**src/rtl/sar_seq_pkg.sv**
```systemverilog
package sar_seq_pkg;
  typedef enum logic [2:0] {
    PH_IDLE, PH_INIT, PH_XFER, PH_FINAL, PH_RES, PH_END
  } phase_t;

  // lowest resolved bit position for the chosen resolution
  function automatic int unsigned low_bit(input logic full_res, input int unsigned width,
                                          input int unsigned short_width);
    return full_res ? 0 : width - short_width;
  endfunction
endpackage

```
**src/rtl/sar_phase_ctrl.sv**
```systemverilog
module sar_phase_ctrl
  import sar_seq_pkg::*;
#(
  parameter int CH_MAX     = 8,
  parameter int RES_W      = 10,
  parameter int SHORT_W    = 8,
  parameter int INIT_SAMP  = 2,
  parameter int XFER_LEN   = 4,
  parameter int FINAL_SAMP = 2
) (
  input  logic                       clk,
  input  logic                       rst_n,
  input  logic                       start,
  input  logic                       mode8ch,
  input  logic                       res10,
  output phase_t                     phase,
  output logic [$clog2(RES_W)-1:0]   bitpos,
  output logic [$clog2(RES_W)-1:0]   lsb,
  output logic [$clog2(CH_MAX)-1:0]  chan,
  output logic                       res_q,
  output logic                       start_acc,
  output logic                       load_sar,
  output logic                       conv_end,
  output logic                       seq_fin
);
  localparam int BPW   = $clog2(RES_W);
  localparam int CHW   = $clog2(CH_MAX);
  localparam int MAXP  = (INIT_SAMP > XFER_LEN) ?
                         ((INIT_SAMP > FINAL_SAMP) ? INIT_SAMP : FINAL_SAMP) :
                         ((XFER_LEN > FINAL_SAMP) ? XFER_LEN : FINAL_SAMP);
  localparam int CNTW  = $clog2(MAXP + 1);

  logic [CNTW-1:0] cnt;
  logic            mode_q;
  logic            phase_done;
  logic            last_ch;
  int unsigned     cur_len;

  always_comb begin
    unique case (phase)
      PH_INIT:  cur_len = INIT_SAMP;
      PH_XFER:  cur_len = XFER_LEN;
      PH_FINAL: cur_len = FINAL_SAMP;
      default:  cur_len = 1;
    endcase
  end

  assign phase_done = (cnt == CNTW'(cur_len - 1));
  assign lsb        = BPW'(low_bit(res_q, RES_W, SHORT_W));
  assign last_ch    = (chan == (mode_q ? CHW'(CH_MAX - 1) : CHW'(CH_MAX / 2 - 1)));
  assign start_acc  = start && (phase == PH_IDLE);
  assign load_sar   = (phase == PH_FINAL) && phase_done;
  assign conv_end   = (phase == PH_END);
  assign seq_fin    = conv_end && last_ch;

  always_ff @(posedge clk or negedge rst_n) begin
    if (!rst_n) begin
      phase  <= PH_IDLE;
      cnt    <= '0;
      chan   <= '0;
      bitpos <= '0;
      mode_q <= 1'b0;
      res_q  <= 1'b0;
    end else begin
      unique case (phase)
        PH_IDLE: if (start) begin
          phase  <= PH_INIT;
          cnt    <= '0;
          chan   <= '0;
          mode_q <= mode8ch;
          res_q  <= res10;
        end
        PH_INIT: if (phase_done) begin phase <= PH_XFER; cnt <= '0; end
                 else cnt <= cnt + 1'b1;
        PH_XFER: if (phase_done) begin phase <= PH_FINAL; cnt <= '0; end
                 else cnt <= cnt + 1'b1;
        PH_FINAL: if (phase_done) begin
          phase  <= PH_RES;
          cnt    <= '0;
          bitpos <= BPW'(RES_W - 1);
        end else cnt <= cnt + 1'b1;
        PH_RES: if (bitpos == lsb) phase <= PH_END;
                else bitpos <= bitpos - 1'b1;
        PH_END: if (last_ch) begin
          phase <= PH_IDLE;
          chan  <= '0;
        end else begin
          phase <= PH_INIT;
          cnt   <= '0;
          chan  <= chan + 1'b1;
        end
        default: phase <= PH_IDLE;
      endcase
    end
  end
endmodule

```
**src/rtl/sar_register.sv**
```systemverilog
module sar_register #(
  parameter int RES_W = 10
) (
  input  logic                     clk,
  input  logic                     rst_n,
  input  logic                     load,
  input  logic                     step,
  input  logic [$clog2(RES_W)-1:0] bitpos,
  input  logic [$clog2(RES_W)-1:0] lsb,
  input  logic                     cmp_hi,
  output logic [RES_W-1:0]         sar
);
  localparam int BPW = $clog2(RES_W);
  localparam logic [RES_W-1:0] MSB_ONLY = {1'b1, {(RES_W-1){1'b0}}};

  // decide the bit under test, then arm the next lower one
  function automatic logic [RES_W-1:0] trial_step(input logic [RES_W-1:0] cur,
                                                  input logic [BPW-1:0] pos,
                                                  input logic keep,
                                                  input logic [BPW-1:0] low);
    logic [RES_W-1:0] nxt;
    nxt      = cur;
    nxt[pos] = keep;
    if (pos > low) nxt[pos - 1'b1] = 1'b1;
    return nxt;
  endfunction

  always_ff @(posedge clk or negedge rst_n) begin
    if (!rst_n)    sar <= '0;
    else if (load) sar <= MSB_ONLY;
    else if (step) sar <= trial_step(sar, bitpos, cmp_hi, lsb);
  end
endmodule

```
**src/rtl/sar_result_bank.sv**
```systemverilog
module sar_result_bank #(
  parameter int CH_MAX = 8,
  parameter int RES_W  = 10
) (
  input  logic                      clk,
  input  logic                      rst_n,
  input  logic                      clear,
  input  logic                      wr,
  input  logic [$clog2(CH_MAX)-1:0] wr_ch,
  input  logic [RES_W-1:0]          wr_data,
  input  logic                      seq_fin,
  input  logic [$clog2(CH_MAX)-1:0] rd_ch,
  output logic [RES_W-1:0]          rd_data,
  output logic [CH_MAX-1:0]         ccf,
  output logic                      seq_done
);
  logic [RES_W-1:0] res_q [CH_MAX];

  for (genvar g = 0; g < CH_MAX; g++) begin : g_slot
    logic hit;
    assign hit = wr && (wr_ch == g);
    always_ff @(posedge clk or negedge rst_n) begin
      if (!rst_n) begin
        res_q[g] <= '0;
        ccf[g]   <= 1'b0;
      end else begin
        if (hit)        res_q[g] <= wr_data;
        if (clear)      ccf[g]   <= 1'b0;
        else if (hit)   ccf[g]   <= 1'b1;
      end
    end
  end

  always_ff @(posedge clk or negedge rst_n) begin
    if (!rst_n)       seq_done <= 1'b0;
    else if (clear)   seq_done <= 1'b0;
    else if (seq_fin) seq_done <= 1'b1;
  end

  assign rd_data = res_q[rd_ch];
endmodule

```
**src/rtl/sar_seq.sv**
```systemverilog
module sar_seq
  import sar_seq_pkg::*;
#(
  parameter int CH_MAX     = 8,
  parameter int RES_W      = 10,
  parameter int SHORT_W    = 8,
  parameter int INIT_SAMP  = 2,
  parameter int XFER_LEN   = 4,
  parameter int FINAL_SAMP = 2
) (
  input  logic                      clk,
  input  logic                      rst_n,
  input  logic                      start,
  input  logic                      mode8ch,
  input  logic                      res10,
  input  logic                      cmp_hi,
  input  logic [$clog2(CH_MAX)-1:0] rd_ch,
  output logic [RES_W-1:0]          trial_code,
  output logic [$clog2(CH_MAX)-1:0] chan_sel,
  output logic                      busy,
  output logic [CH_MAX-1:0]         ccf,
  output logic                      seq_done,
  output logic [RES_W-1:0]          rd_data
);
  localparam int BPW = $clog2(RES_W);

  phase_t         phase;
  logic [BPW-1:0] bitpos, lsb;
  logic           res_q, start_acc, load_sar, conv_end, seq_fin, in_res;

  sar_phase_ctrl #(
    .CH_MAX(CH_MAX), .RES_W(RES_W), .SHORT_W(SHORT_W),
    .INIT_SAMP(INIT_SAMP), .XFER_LEN(XFER_LEN), .FINAL_SAMP(FINAL_SAMP)
  ) u_ctrl (
    .clk(clk), .rst_n(rst_n), .start(start), .mode8ch(mode8ch), .res10(res10),
    .phase(phase), .bitpos(bitpos), .lsb(lsb), .chan(chan_sel), .res_q(res_q),
    .start_acc(start_acc), .load_sar(load_sar), .conv_end(conv_end), .seq_fin(seq_fin)
  );

  assign in_res = (phase == PH_RES);
  assign busy   = (phase != PH_IDLE);

  sar_register #(.RES_W(RES_W)) u_sar (
    .clk(clk), .rst_n(rst_n), .load(load_sar), .step(in_res),
    .bitpos(bitpos), .lsb(lsb), .cmp_hi(cmp_hi), .sar(trial_code)
  );

  sar_result_bank #(.CH_MAX(CH_MAX), .RES_W(RES_W)) u_bank (
    .clk(clk), .rst_n(rst_n), .clear(start_acc), .wr(conv_end), .wr_ch(chan_sel),
    .wr_data(trial_code), .seq_fin(seq_fin), .rd_ch(rd_ch), .rd_data(rd_data),
    .ccf(ccf), .seq_done(seq_done)
  );
endmodule

```
**config.mk**
```make
export PLATFORM = sky130hd
export DESIGN_NAME = sar_seq
export DESIGN_NICKNAME = d
export VERILOG_FILES = /design/src/rtl/sar_seq_pkg.sv /design/src/rtl/sar_phase_ctrl.sv /design/src/rtl/sar_register.sv /design/src/rtl/sar_result_bank.sv /design/src/rtl/sar_seq.sv
export SDC_FILE = /design/constraint.sdc
export NUM_CORES = 1
export LEC_CHECK = 0
export ABC_AREA = 1
export BUFFER_PORTS_ARGS = -buffer_cell sky130_fd_sc_hd__buf_2
export CAP_MARGIN = 20
export CELL_PAD_IN_SITES_DETAIL_PLACEMENT = 1
export CELL_PAD_IN_SITES_GLOBAL_PLACEMENT = 2
export CORE_ASPECT_RATIO = 1.5
export CORE_MARGIN = 8
export CORE_UTILIZATION = 32
export CTS_CLUSTER_DIAMETER = 150
export DETAILED_ROUTE_END_ITERATION = 10
export GPL_TIMING_DRIVEN = 0
export HOLD_SLACK_MARGIN = 0.03
export PLACE_DENSITY = 0.82
export SETUP_SLACK_MARGIN = 0.02
export SLEW_MARGIN = 10
export SYNTH_ARGS = -nofsm -noshare
export SYNTH_HDL_FRONTEND = slang
export SYNTH_SLANG_ARGS = --single-unit
```
**constraint.sdc**
```tcl
create_clock -name clk -period 1.5 [get_ports clk]
set_clock_uncertainty 0.1 [all_clocks]
set_input_delay 0.075 -clock clk [delete_from_list [all_inputs] [get_ports clk]]
set_output_delay 0.075 -clock clk [all_outputs]
set_load 0.01 [all_outputs]
```
After elaboration in Yosys (flattened, before gate mapping). Cells that the tools add are included. Widths: inputs -> output; s select.

Logic and storage cells: 142. Bits of input ports: 9. Register bits after elaboration: 114. Output and inout port bits: 33.

Add/sub/neg operators: 4. Bitwise logic cells: 2. Order comparisons: 6. Muxes and demuxes: 48. Reductions and logical operators: 36. Equal/unequal tests: 22.

Operator list (count): $mux 10 (5); $bmux 10 s3 (1); $mux 3 (10); $reduce_bool 2->1 (12); $mux 1 (21); $eq 3x3->1 const B (6); $pmux 3 s6 (1); $logic_and 1x1->1 (13); $eq 3x2->1 const B (4); $pmux 3 s2 (2); $bwmux 10 (1); $lt 4x5->1 const B (2); $or 10x10->10 (1); $pmux 3 s3 (1); $demux 1 s4 (2); $ge 4x1->1 const B (2); $mux 4 (2); $ne 2x1->1 const B (4); $pmux 4 s2 (1); $add 3x1->3 const B (2); $eq 3x1->1 const B (2); $eq 3x3->1 (2); $logic_not 3->1 (2); $ne 2x2->1 const B (3); other kinds (13) (16).

Longest topological paths before layout. Gate-level depths: netlist of run 1.

Depth after elaboration: 9. Gate-level depth with buffers: 10. Depth with buffers taken out: 9.

Modules after synthesis. From an unflattened synthesis of run 1, not the netlist that was laid out.

Cell total of the unflattened synthesis: 844. Area total of the unflattened synthesis: 6228.5 µm².

Modules (own cells, without submodules): sar_result_bank (seq. area each 2227.1 µm², instances 1, cells an instance 578, area each 4428.0 µm²); sar_phase_ctrl (seq. area each 375.4 µm², instances 1, cells an instance 131, area each 962.2 µm²); sar_register (seq. area each 250.2 µm², instances 1, cells an instance 129, area each 812.0 µm²); sar_seq (seq. area each 0.0 µm², instances 1, cells an instance 6, area each 26.3 µm²).

Least setup slack after synthesis of run 1. Ideal clock, no wire load.

Kind: flip-flop to flip-flop. Start: register u_ctrl.bitpos[0]. End: register u_sar.sar[2]. Required time: 1335 ps. Period minus slack after synthesis: 1611 ps. Slack: -111 ps. Setup time: 65 ps. Path buffers: 0. Arrival: 1446 ps. Cell stages (with the launch flop): 8. Cell sequence: dfrtp_1 -> inv_1 -> ha_1 -> xnor2_1 -> nand3_1 -> o21ai_0 -> nand3_1 -> nand2_1.

Longest elaborated chain between the ends: 9. Elaborated cells on any way between the ends: 17. Classes of those cells: 1 x add/sub; 5 x order compare; 8 x mux; 1 x bitwise; 2 x reduce/logical.

RTL lines: start: declaration (line sar_phase_ctrl.sv:17) `output logic [$clog2(RES_W)-1:0] bitpos,`; start signal: assignment (line sar_phase_ctrl.sv:80) `bitpos <= BPW'(RES_W - 1);`; start signal: assignment (line sar_phase_ctrl.sv:83) `else bitpos <= bitpos - 1'b1;`; $sub 4x1->4, or another cell as far along (line sar_register.sv:24) `if (pos > low) nxt[pos - 1'b1] = 1'b1;`; $lt 4x5->1 (not written as such), or another cell as far along (line sar_register.sv:24); $logic_and 1x1->1 (not written as such) or $mux 1 (tied branches) (line sar_register.sv:24, sar_register.sv:23); $mux 1 (not written as such) or $demux 1 s4 (tied branches); $demux 1 s4 or $bwmux 10 (tied branches); $or 10x10->10 (no line); $mux 10 (*) (line sar_register.sv:24); $mux 10 (*) (line sar_register.sv:31) `else if (step) sar <= trial_step(sar, bitpos, cmp_hi, lsb);`; $mux 10 (*) (line sar_register.sv:30) `else if (load) sar <= MSB_ONLY;`; end signal: assignment (line sar_register.sv:31); end: declaration (line sar_register.sv:11) `output logic [RES_W-1:0] sar`.

Every way passes the cells marked *; elsewhere a longest branch is shown, timed or not. The select of a mux whose other input is x is not followed. A chain may end at the register's enable or synchronous reset.

Final worst setup path of run 1.
Start: register u_bank.res_q[13] (netlist bit). End: output rd_data[3].

Longest elaborated chain between the ends: 3.

RTL lines: start: declaration (line sar_result_bank.sv:17) `logic [RES_W-1:0] res_q [CH_MAX];`; start signal: indexed assignment (line sar_result_bank.sv:27) `if (hit) res_q[g] <= wr_data;`; $bmux 10 s3 (line sar_result_bank.sv:40) `assign rd_data = res_q[rd_ch];`; $mux 10 (not written as such) (2 in series) (line sar_result_bank.sv:40); end: declaration (line sar_seq.sv:23) `output logic [RES_W-1:0] rd_data`.

Every way passes these cells. The select of a mux whose other input is x is not followed.

==> results of run 1 <==
==> sequential cells by signal, summed over array words and instances (netlist names) <==
register	count
u_ctrl.bitpos	4
u_bank.ccf	8
u_bank.seq_done	1
u_ctrl.chan	3
u_ctrl.res_q	1
u_bank.res_q	80
u_ctrl.cnt	3
u_ctrl.mode_q	1
u_sar.sar	10
u_ctrl.phase	3
==> area by class of cell <==
class / instances / area, um^2
fill: 1936 / 8480
buffer: 36 / 317
inverter: 51 / 223
tap: 213 / 267
sequential: 114 / 2860
clock buffer: 23 / 478
timing repair buffer: 116 / 1050
timing repair inverter: 1 / 16.3
multi-input combinational: 497 / 3470
clock inverter: 7 / 35.0
==> kinds of logic after synthesis <==
| family | after synthesis |
|---|---|
| AND/OR/NAND/NOR | 310 |
| AO/OA/AOI/OAI | 170 |
| flip-flops | 114 |
| buffers and inverters | 88 |
| adder cells (fa/ha/maj) | 14 |
| XOR/XNOR | 3 |
==> how the worst min path moves through the flow <==
stage	startpoint	end	slack (ps)
floorplan	rst_n	u_bank.ccf[0]	-320
global placement	res10	u_ctrl.res_q	190
detailed placement	rst_n	u_bank.res_q[79]	-140
CTS	rst_n	u_bank.res_q[69]	-2
global route	rst_n	u_bank.res_q[79]	20
finish	rst_n	u_bank.res_q[79]	-0.8
==> layer usage <==
metal  up-vias  global-route usage [%]
met5         -                       0
met4         0                    12.1
met2       131                    38.5
met1      2868                    21.8
li1       2573                       -
met3        71                    3.25
==> cells in the final DEF (no fill, tap or decap), types with 5 or more instances in the layout <==
master / Yosys / routed
nand3_2: 4 / 24
nor2_2: 1 / 5
o21ai_1: 32 / 45
o21ai_0: 118 / 41
buf_4: 0 / 34
inv_1: 46 / 33
nand3_4: 0 / 12
dfrtp_1: 114 / 108
o21ai_2: 1 / 63
inv_4: 0 / 6
nor2_4: 1 / 8
clkbuf_8: 0 / 8
nand2_1: 159 / 59
buf_6: 1 / 41
ha_1: 14 / 6
buf_2: 20 / 40
clkbuf_16: 0 / 18
nand4_1: 6 / 6
nand2_4: 0 / 29
nand3_1: 44 / 12
inv_2: 4 / 10
clkbuf_1: 16 / 15
nand2_2: 1 / 68
ha_2: 0 / 6
dfrtp_2: 0 / 6
a31oi_1: 10 / 10
clkinv_2: 0 / 7
buf_8: 0 / 8
nor2_1: 92 / 81
==> timing repair <==
| action | CTS | global route |
|---|---|---|
| setup endpoints to repair | 125 | 125 |
| hold endpoints to repair | 128 | 25 |
| cloned | 15 | 2 |
| buffers inserted | 50 | 7 |
| pin swaps | 35 | 23 |
| resized for setup | 325 | 165 |
==> power breakdown <==
| part | leakage, nW | total [mW] | switching, mW | internal (mW) |
|---|---|---|---|---|
| clock | 0.262 | 3.63 | 1.43 | 2.20 |
| combinational | 2.13 | 6.75 | 4.11 | 2.64 |
| sequential | 1.55 | 4.09 | 0.522 | 3.56 |
==> worst max-delay path: stages (launching register included) <==
cell and delay, ps:
dfrtp_1 350, nor2_1 50, nor2_2 160, o21ai_2 100, o21ai_1 100, nor2_1 70
a31oi_1 290, buf_2 200
==> metrics by stage <==
stage,hold slack [ps],cell area [um^2]
after floorplan,-321,5570
after global placement,186,6030
after detailed placement,-137,6070
after CTS,-2.24,8090
after global routing,15.3,8720
final,-0.837,8720
==> qor.yml, run 1 <==
wl_per_cell_um: 22.2
grt_max_degree: 90
cts-root-buf: "clkbuf_16"
grtUsageTotal_pct: 21.0
drc: 0
critPathCaptureType: "primary output"
drive_gt1_share_pct: 49.8
synth_most_common_cell: "nand2_1"
synthTopCellsByArea: "dfrtp_1, nand2_1, o21ai_0, nor2_1, nand3_1"
endpoint: "rd_data[3]"
dieArea_um2: 21900
cts.sinks: 114
fp.dieW_um: 124
hold_viol: 2
relSlewSlack_pct: 52.6
via_per_inst: 5.33
rows: 59
rsz0062_at_grt: "yes"
synth_top_family_by_area: "simple AND/OR/NAND/NOR gates"
n_antenna_cell: 0
violations: "negative hold slack, negative setup slack"
gr-total-overflow: 0
antenna_found_initial: 0
synthArstFlopShare_pct: 100
required_ps: 1320
synth_edf_count: 0
clk_latency_ps: 420
ys_ff_latch: 114
post-place-ws_ps: -449
powerDensity_nw_per_um2: 1660
synthTopCellsByCount: "nand2_1, o21ai_0, dfrtp_1"
core_area_um2: 17200
wl_met2_mm: 12.8
hpwl_mm: 13.1
synth_cell_types: 26
grt_pass1_vias: 6238
min_period_ps: 1930
hold_class: "in2async"
synth_cells: 699
first_pass_iters: 5
synth_flop_cell: "dfrtp_1"
finalMaxSlewViolations: 0
vias: 5643
setup_slack_ps: -430
cp_max_fo: 2
dpl.cell_count: 952
synthXorXnorAreaFrac_pct: 0.472
start_util_pct: 32.3
synth-warning-count: 0
place_congestion: 0.816
tightest_slew_ps: 710
final_cells: 1058
rr_worst_depth: 13
arrival_ps: 1750
synthesis.nets: 722
avgSynthCellArea_um2: 7.96
first_iter_violations: 215
die-height_um: 177
cts.clk_slew.worst_paths_ps: 50
synth_area_leader_cell: "dfrtp_1"
status: "finished, violations left"
final_util_pct: 50.7
rrSetupSlack_ps: -310
htreeDepth: 4
syn_to_final_growth_pct: 56.9
cp-startpoint: "u_bank.res_q[13]"
synth-simple-area-share_pct: 22.9
routed.top_layer: "met4"
clock_path_buffers: 2
wl_met1_mm: 8.52
cts_tree: "done"
fin_crit_sh_pct: 129
hold_slack_ps: -0.837
grt_pass1_wl_mm: 34.6
wirelength_mm: 23.4
ant_nets: 0
met3_length_um: 729
netlist_area_um2: 5560
setup_tns_ps: -17840
synthMuxAreaShare_pct: 0
pin_count: 42
cp-start-kind: "flip-flop"
worstSetupPathType: "reg2out"
synth_compound_area_share_pct: 15.7
r2r_start: "u_ctrl.phase[1]"
synth_top_cell_area_share_pct: 51.3
leakage_nw: 3.95
finalNetCount: 857
numCtsBuffers: 17
holdBufCountCts: 4
yosysSeqAreaShare_pct: 51.3
cap_violations: 0
yosys.area_share.adder_pct: 3.15
power_mw: 14.5
reg2reg_to: "u_ctrl.phase[1]"
irDropWorstVdd_uv: 1340
max_freq_mhz: 518
io_buffers: 39
finalSetupViolCount: 123
Power figures use the tool's default switching activity.
==> inputs of run 2 (changes only) <==
--- a/config.mk
+++ b/config.mk
@@ -17,9 +17,10 @@
 export DETAILED_ROUTE_END_ITERATION = 10
 export GPL_TIMING_DRIVEN = 0
 export HOLD_SLACK_MARGIN = 0.03
-export PLACE_DENSITY = 0.82
+export PLACE_DENSITY = 0.83
 export SETUP_SLACK_MARGIN = 0.02
 export SLEW_MARGIN = 10
 export SYNTH_ARGS = -nofsm -noshare
 export SYNTH_HDL_FRONTEND = slang
+export SYNTH_HIERARCHICAL = 1
 export SYNTH_SLANG_ARGS = --single-unit
==> qor.yml, run 2 <==
status: "finished, violations left"  # unchanged
violations: "negative setup slack"  # was negative hold slack, negative setup slack
power_mw: 13.2  # was 14.5 mW
grt_pass1_vias: 6264  # was 6,238
largest_reg_flops: 80  # unchanged
synth_cell_types: 34  # was 26
top_register: "u_bank/res_q"  # was u_bank.res_q
antenna_found_initial: 0  # unchanged
pin_count: 42  # unchanged
ys_ff_latch: 114  # unchanged
synth_flop_cell: "dfrtp_1"  # unchanged
wirelength_mm: 21.3  # was 23.4 mm
arrival_ps: 1890  # was 1750 ps
fin_crit_sh_pct: 114  # was 129%
powerDensity_nw_per_um2: 1480  # was 1660 nW/um^2
hold_viol: 0  # was 2
finalSetupViolCount: 119  # was 123
largestRegisters: "u_bank/res_q (80), u_sar/sar (10), u_bank/ccf (8)"  # was u_bank.res_q (80), u_sar.sar (10), u_bank.ccf (8)
synth_area_leader_cell: "dfrtp_1"  # unchanged
syn_to_final_growth_pct: 43.0  # was 56.9%
mostFrequentLayoutCells: "nand2_1, inv_1, dfrtp_1"  # was dfrtp_1, nor2_1, nand2_2
clk_latency_ps: 430  # was 420 ps
numCtsBuffers: 17  # unchanged
gr-total-overflow: 0  # unchanged
wl_per_cell_um: 17.0  # was 22.2 um
avgSynthCellArea_um2: 7.38  # was 7.96 um^2
dieArea_um2: 24300  # was 21,900 um^2
finalMaxSlewViolations: 0  # unchanged
final_common_cell: "nand2_1"  # was dfrtp_1
place_congestion: 0.754  # was 0.816
critPathCaptureType: "flip-flop"  # was primary output
rsz0062_at_grt: "yes"  # unchanged
first_pass_iters: 5  # unchanged
power.switching_mw: 5.20  # was 6.06 mW
synthArstFlopShare_pct: 100  # unchanged
cap_violations: 0  # unchanged
cp-start-kind: "flip-flop"  # unchanged
grt_pass1_wl_mm: 33.1  # was 34.6 mm
synthTopCellsByCount: "nand2_1, inv_1, dfrtp_1"  # was nand2_1, o21ai_0, dfrtp_1
cp_max_fo: 6  # was 2
cts-root-buf: "clkbuf_16"  # unchanged
synth_most_common_cell: "nand2_1"  # unchanged
swShare_pct: 39.5  # was 41.9%
relSlewSlack_pct: 54.4  # was 52.6%
htreeDepth: 4  # unchanged
start_util_pct: 32.5  # was 32.3%
max_freq_mhz: 586  # was 518 MHz
first_iter_violations: 294  # was 215
clock_path_buffers: 2  # unchanged
irDropWorstVdd_uv: 693  # was 1340 uV
vias: 5824  # was 5,643
p_seq_share_pct: 31.1  # was 28.3%
share_comb_of_total_power_pct: 38.8  # was 46.7%
rows: 62  # was 59
setup_slack_ps: -206  # was -430 ps
synthTopCellsByArea: "dfrtp_1, nand2_1, inv_1, nand3_1, o21ai_1"  # was dfrtp_1, nand2_1, o21ai_0, nor2_1, nand3_1
grt_max_degree: 67  # was 90
setup_tns_ps: -13190  # was -17,840 ps
synth-warning-count: 6  # was 0
pwr-share-clk_pct: 30.1  # was 25.1%
worstSetupPathType: "reg2reg"  # was reg2out
drc: 0  # unchanged
post-place-ws_ps: -321  # was -449 ps
via_per_inst: 4.64  # was 5.33
ant_nets: 0  # unchanged
grtUsageTotal_pct: 17.9  # was 21.0%
hold_class: "in2reg"  # was in2async
required_ps: 1690  # was 1320 ps
cts.clk_slew.worst_paths_ps: 60  # was 50 ps
yosysSeqAreaShare_pct: 45.8  # was 51.3%
netlist_area_um2: 6230  # was 5560 um^2
n_antenna_cell: 0  # unchanged
synth_edf_count: 0  # unchanged
core_area_um2: 19200  # was 17,200 um^2
hpwl_mm: 13.7  # was 13.1 mm
synth_top_cell_area_share_pct: 45.8  # was 51.3%
tightest_slew_ps: 684  # was 710 ps
cts_tree: "done"  # unchanged
min_period_ps: 1710  # was 1930 ps
die-height_um: 187  # was 177 um
drive_gt1_share_pct: 37.5  # was 49.8%
finalNetCount: 1003  # was 857
fp.dieW_um: 130  # was 124 um
cts.sinks: 114  # unchanged
synth_cells: 844  # was 699
leakage_nw: 4.46  # was 3.95 nW
p_int_mw: 7.97  # was 8.40 mW
io_buffers: 40  # was 39
run 2: changes by cell type in the layout (fill, tap and decap cells not counted), sizes merged, moves of 3 or more:
cell / delta
nand3: +17
buf: +15
a31oi: -10
clkbuf: -17
ha: -7
a21oi: +4
nor2: -53
nand2: +156
inv: +94
clkinvlp: +5
o21ai: -49
conb: +3
run 2: cells by family after synthesis:
group | Yosys count | share of synthesized area, %
AO/OA/AOI/OAI | 115 | 11.1
other | 1 | 0.0602
buffers and inverters | 180 | 12.4
XOR/XNOR | 1 | 0.141
flip-flops | 114 | 45.8
adder cells (fa/ha/maj) | 7 | 1.41
AND/OR/NAND/NOR | 426 | 29.0
run 2: layer usage:
layer  GRT usage [%]  part of all wire, %  vias to the layer above
met4            7.94                  2.5                        0
li1                -                    -                     2878
met1            17.6                   36                     2834
met5               0                    0                        -
met2            34.4                   59                       80
met3            3.82                  2.6                       32
run 2: worst paths after layout:
path | from | endpoint | slack [ps] | cells after the start
max in group asynchronous | rst_n | u_ctrl/bitpos[2] | 480 | 3
setup / recovery | u_ctrl/phase[2] | u_bank/res_q[58] | -210 | 9
hold / removal | cmp_hi | u_sar/sar[2] | 80 | 7
min in group asynchronous | rst_n | u_bank/ccf[1] | 130 | 2
hold reg to reg | u_bank/res_q[60] | u_bank/res_q[60] | 380 | 2
setup reg to reg | u_ctrl/phase[2] | u_bank/res_q[58] | -210 | 9
run 2: critical path, cell delays in order, from the launching register on:
cell	delay [ps]
dfrtp_2	400
inv_4	70
buf_12	120
nor2_4	120
inv_2	50
nor2_4	210
nand2_4	180
clkbuf_16	200
nand2_1	50
o21ai_1	50
run 2: what timing repair did:
item,in CTS,in global routing
gates cloned,9,2
hold buffers,4,0
pin swaps,14,35
hold endpoints to repair,73,0
gates resized for setup,106,89
setup buffers,37,30
endpoints found under the setup margin,120,123
run 2: final cells by class:
| type | instances | area (um^2) |
|---|---|---|
| plain buffers | 35 | 342 |
| clock buffers | 18 | 439 |
| clock inverters | 14 | 139 |
| fillers | 2346 | 10300 |
| inverters | 145 | 573 |
| multi-input cells | 554 | 3180 |
| flip-flops and latches | 114 | 2860 |
| well taps | 256 | 320 |
| repair buffers | 120 | 1050 |
run 2: power by group through the flow:
| stage | clock network (mW) | logic (mW) | registers [mW] |
|---|---|---|---|
| after floorplan | 0 | 2.51 | 4.11 |
| after global placement | 0 | 3.70 | 4.16 |
| after detailed placement | 0 | 3.79 | 4.17 |
| after CTS | 4.04 | 4.34 | 4.08 |
| after global routing | 4.17 | 5.64 | 4.18 |
| final | 3.96 | 5.11 | 4.10 |
run 2: per-stage QoR:
step                      cells  area (um^2)  util, %  hold slack [ps]
after global routing       1256         8910     46.5              127
after detailed placement   1143         6940     36.2             29.0
final                      1256         8910     46.5             84.5
after floorplan             846         6380        -             -321
after global placement     1142         6910     36.0              181
after CTS                  1224         8330     43.5             89.8
==> inputs of run 3 (changes only) <==
--- a/config.mk
+++ b/config.mk
@@ -14,13 +14,14 @@
 export CORE_MARGIN = 8
 export CORE_UTILIZATION = 32
 export CTS_CLUSTER_DIAMETER = 150
+export CTS_CLUSTER_SIZE = 14
 export DETAILED_ROUTE_END_ITERATION = 10
 export GPL_TIMING_DRIVEN = 0
 export HOLD_SLACK_MARGIN = 0.03
-export PLACE_DENSITY = 0.83
+export PLACE_DENSITY = 0.82
+export REMOVE_ABC_BUFFERS = 1
 export SETUP_SLACK_MARGIN = 0.02
 export SLEW_MARGIN = 10
 export SYNTH_ARGS = -nofsm -noshare
 export SYNTH_HDL_FRONTEND = slang
-export SYNTH_HIERARCHICAL = 1
 export SYNTH_SLANG_ARGS = --single-unit
==> qor.yml, run 3 (synthesis results as in run 1) <==
rows: 59  # was 62
power.switching_mw: 6.18  # was 5.20 mW
max_freq_mhz: 518  # was 586 MHz
hpwl_mm: 10.8  # was 13.7 mm
drc: 0  # unchanged
share_comb_of_total_power_pct: 45.9  # was 38.8%
syn_to_final_growth_pct: 59.5  # was 43.0%
cts_tree: "done"  # unchanged
pin_count: 42  # unchanged
reg2reg_to: "u_bank.res_q[10]"  # was u_bank/res_q[58]
critPathCaptureType: "primary output"  # was flip-flop
largestRegisters: "u_bank.res_q (80), u_sar.sar (10), u_bank.ccf (8)"  # was u_bank/res_q (80), u_sar/sar (10), u_bank/ccf (8)
ant_nets: 0  # unchanged
arrival_ps: 1760  # was 1890 ps
r2r_start: "u_ctrl.phase[2]"  # was u_ctrl/phase[2]
cts.sinks: 114  # unchanged
drive_gt1_share_pct: 46.9  # was 37.5%
placed_area_um2: 5900  # was 6940 um^2
first_iter_violations: 440  # was 294
min_period_ps: 1930  # was 1710 ps
gr-total-overflow: 0  # unchanged
largest_reg_flops: 80  # unchanged
first_pass_iters: 4  # was 5
place_congestion: 0.859  # was 0.754
htreeDepth: 4  # unchanged
cp-start-kind: "flip-flop"  # unchanged
finalSetupViolCount: 120  # was 119
finalNetCount: 876  # was 1,003
cp_max_fo: 2  # was 6
clock_path_buffers: 2  # unchanged
final_common_cell: "dfrtp_1"  # was nand2_1
relSlewSlack_pct: 45.1  # was 54.4%
hold_slack_ps: 53.4  # was 84.5 ps
mostFrequentLayoutCells: "dfrtp_1, nor2_1, nand2_1"  # was nand2_1, inv_1, dfrtp_1
grt_pass1_wl_mm: 39.4  # was 33.1 mm
max_stage_delay_ps: 360  # was 400 ps
rrSetupSlack_ps: -290  # was -210 ps
required_ps: 1320  # was 1690 ps
tightest_slew_ps: 822  # was 684 ps
start_util_pct: 32.3  # was 32.5%
worstSetupPathType: "reg2out"  # was reg2reg
cts-root-buf: "clkbuf_16"  # unchanged
core_area_um2: 17200  # was 19,200 um^2
setup_slack_ps: -431  # was -206 ps
vias: 6340  # was 5,824
grt_max_degree: 88  # was 67
finalMaxSlewViolations: 0  # unchanged
path_cells: "nor2_1, nor2_1, o21ai_1, o21ai_1, nor2_1, a31oi_2, buf_2"  # was inv_4, buf_12, nor2_4, inv_2, nor2_4, nand2_4, clkbuf_16, nand2_1, o21ai_1
crit_path_top_delay_cell: "dfrtp_1"  # was dfrtp_2
powerDensity_nw_per_um2: 1640  # was 1480 nW/um^2
hold_class: "in2async"  # was in2reg
wirelength_mm: 29.8  # was 21.3 mm
leakage_nw: 3.88  # was 4.46 nW
p_seq_share_pct: 28.3  # was 31.1%
die-height_um: 177  # was 187 um
numCtsBuffers: 17  # unchanged
fp.dieW_um: 124  # was 130 um
swShare_pct: 42.5  # was 39.5%
via_per_inst: 5.89  # was 4.64
io_buffers: 41  # was 40
setup_tns_ps: -23380  # was -13,190 ps
grt_pass1_vias: 6595  # was 6,264
irDropWorstVdd_uv: 1110  # was 693 uV
clk_latency_ps: 430  # about the same
top_register: "u_bank.res_q"  # was u_bank/res_q
finalInstanceArea_um2: 8870  # was 8910 um^2
cap_violations: 0  # unchanged
post-place-ws_ps: -862  # was -321 ps
hold_viol: 0  # unchanged
dieArea_um2: 21900  # was 24,300 um^2
status: "finished, violations left"  # unchanged
antenna_found_initial: 0  # unchanged
cts.clk_slew.worst_paths_ps: 50  # was 60 ps
power_mw: 14.5  # was 13.2 mW
grtUsageTotal_pct: 24.4  # was 17.9%
pwr-share-clk_pct: 25.8  # was 30.1%
fin_crit_sh_pct: 129  # was 114%
rr_worst_depth: 7  # was 9
rsz0062_at_grt: "yes"  # unchanged
n_antenna_cell: 0  # unchanged
violations: "negative setup slack"  # unchanged
wl_per_cell_um: 27.7  # was 17.0 um
crit_top_cell: "nor2_1"  # was nor2_4
p_int_mw: 8.37  # was 7.97 mW
run 3: layout make-up:
type / count / area (um^2)
fill: 1900 / 8330
multi-input combinational: 522 / 3670
sequential: 114 / 2870
timing repair buffer: 145 / 1310
clock buffer: 21 / 450
tap: 213 / 267
inverter: 51 / 236
clock inverter: 8 / 65.1
timing repair inverter: 2 / 16.3
run 3: critical path: cells and delay by family (launching register included):
kind | cells | cell delay (ps)
simple gates | 3 | 290
flops | 1 | 360
buf+inv | 1 | 190
compound gates | 3 | 490
run 3: worst max-delay path by stage:
stage                                 from          endpoint  depth (start not counted)
after global placement               rst_n  u_bank.res_q[35]                          1
final                     u_bank.res_q[17]        rd_data[7]                          7
after CTS                 u_bank.res_q[17]        rd_data[7]                          7
after detailed placement   u_ctrl.phase[2]  u_ctrl.bitpos[0]                          7
after global routing      u_bank.res_q[18]        rd_data[8]                          7
after floorplan            u_ctrl.phase[2]  u_ctrl.bitpos[0]                          7
run 3: per-layer routing:
layer  up-vias  part of all wire [%]  global-route usage (%)
met1      3203                    35                    24.4
met2       315                    52                    43.7
met4         0                   8.0                    17.0
met3       154                   5.2                    5.06
met5         -                     0                       0
li1       2668                     -                       -
run 3: power by group through the flow:
stage	clock (mW)	sequential, mW	combinational [mW]
2_1_floorplan	0	3.96	2.04
3_3_place_gp	0	3.98	2.96
3_5_place_dp	0	4.01	3.12
4_1_cts	3.69	4.02	5.07
5_1_grt	3.88	4.17	7.04
6_report	3.75	4.12	6.68
run 3: repair_timing:
action | in CTS | in global routing
buffers inserted | 60 | 36
endpoints found under the setup margin | 123 | 126
gates cloned | 26 | 4
gates resized for setup | 230 | 174
hold buffers | 5 | 2
pin swaps | 62 | 79
endpoints found under the hold margin | 131 | 8
run 3: through the flow:
| stage | cells | utilization [%] |
|---|---|---|
| after floorplan | 662 | - |
| after detailed placement | 917 | 34.3 |
| after global placement | 916 | 34.1 |
| after global routing | 1076 | 51.6 |
| final | 1076 | 51.6 |
| after CTS | 1037 | 46.6 |
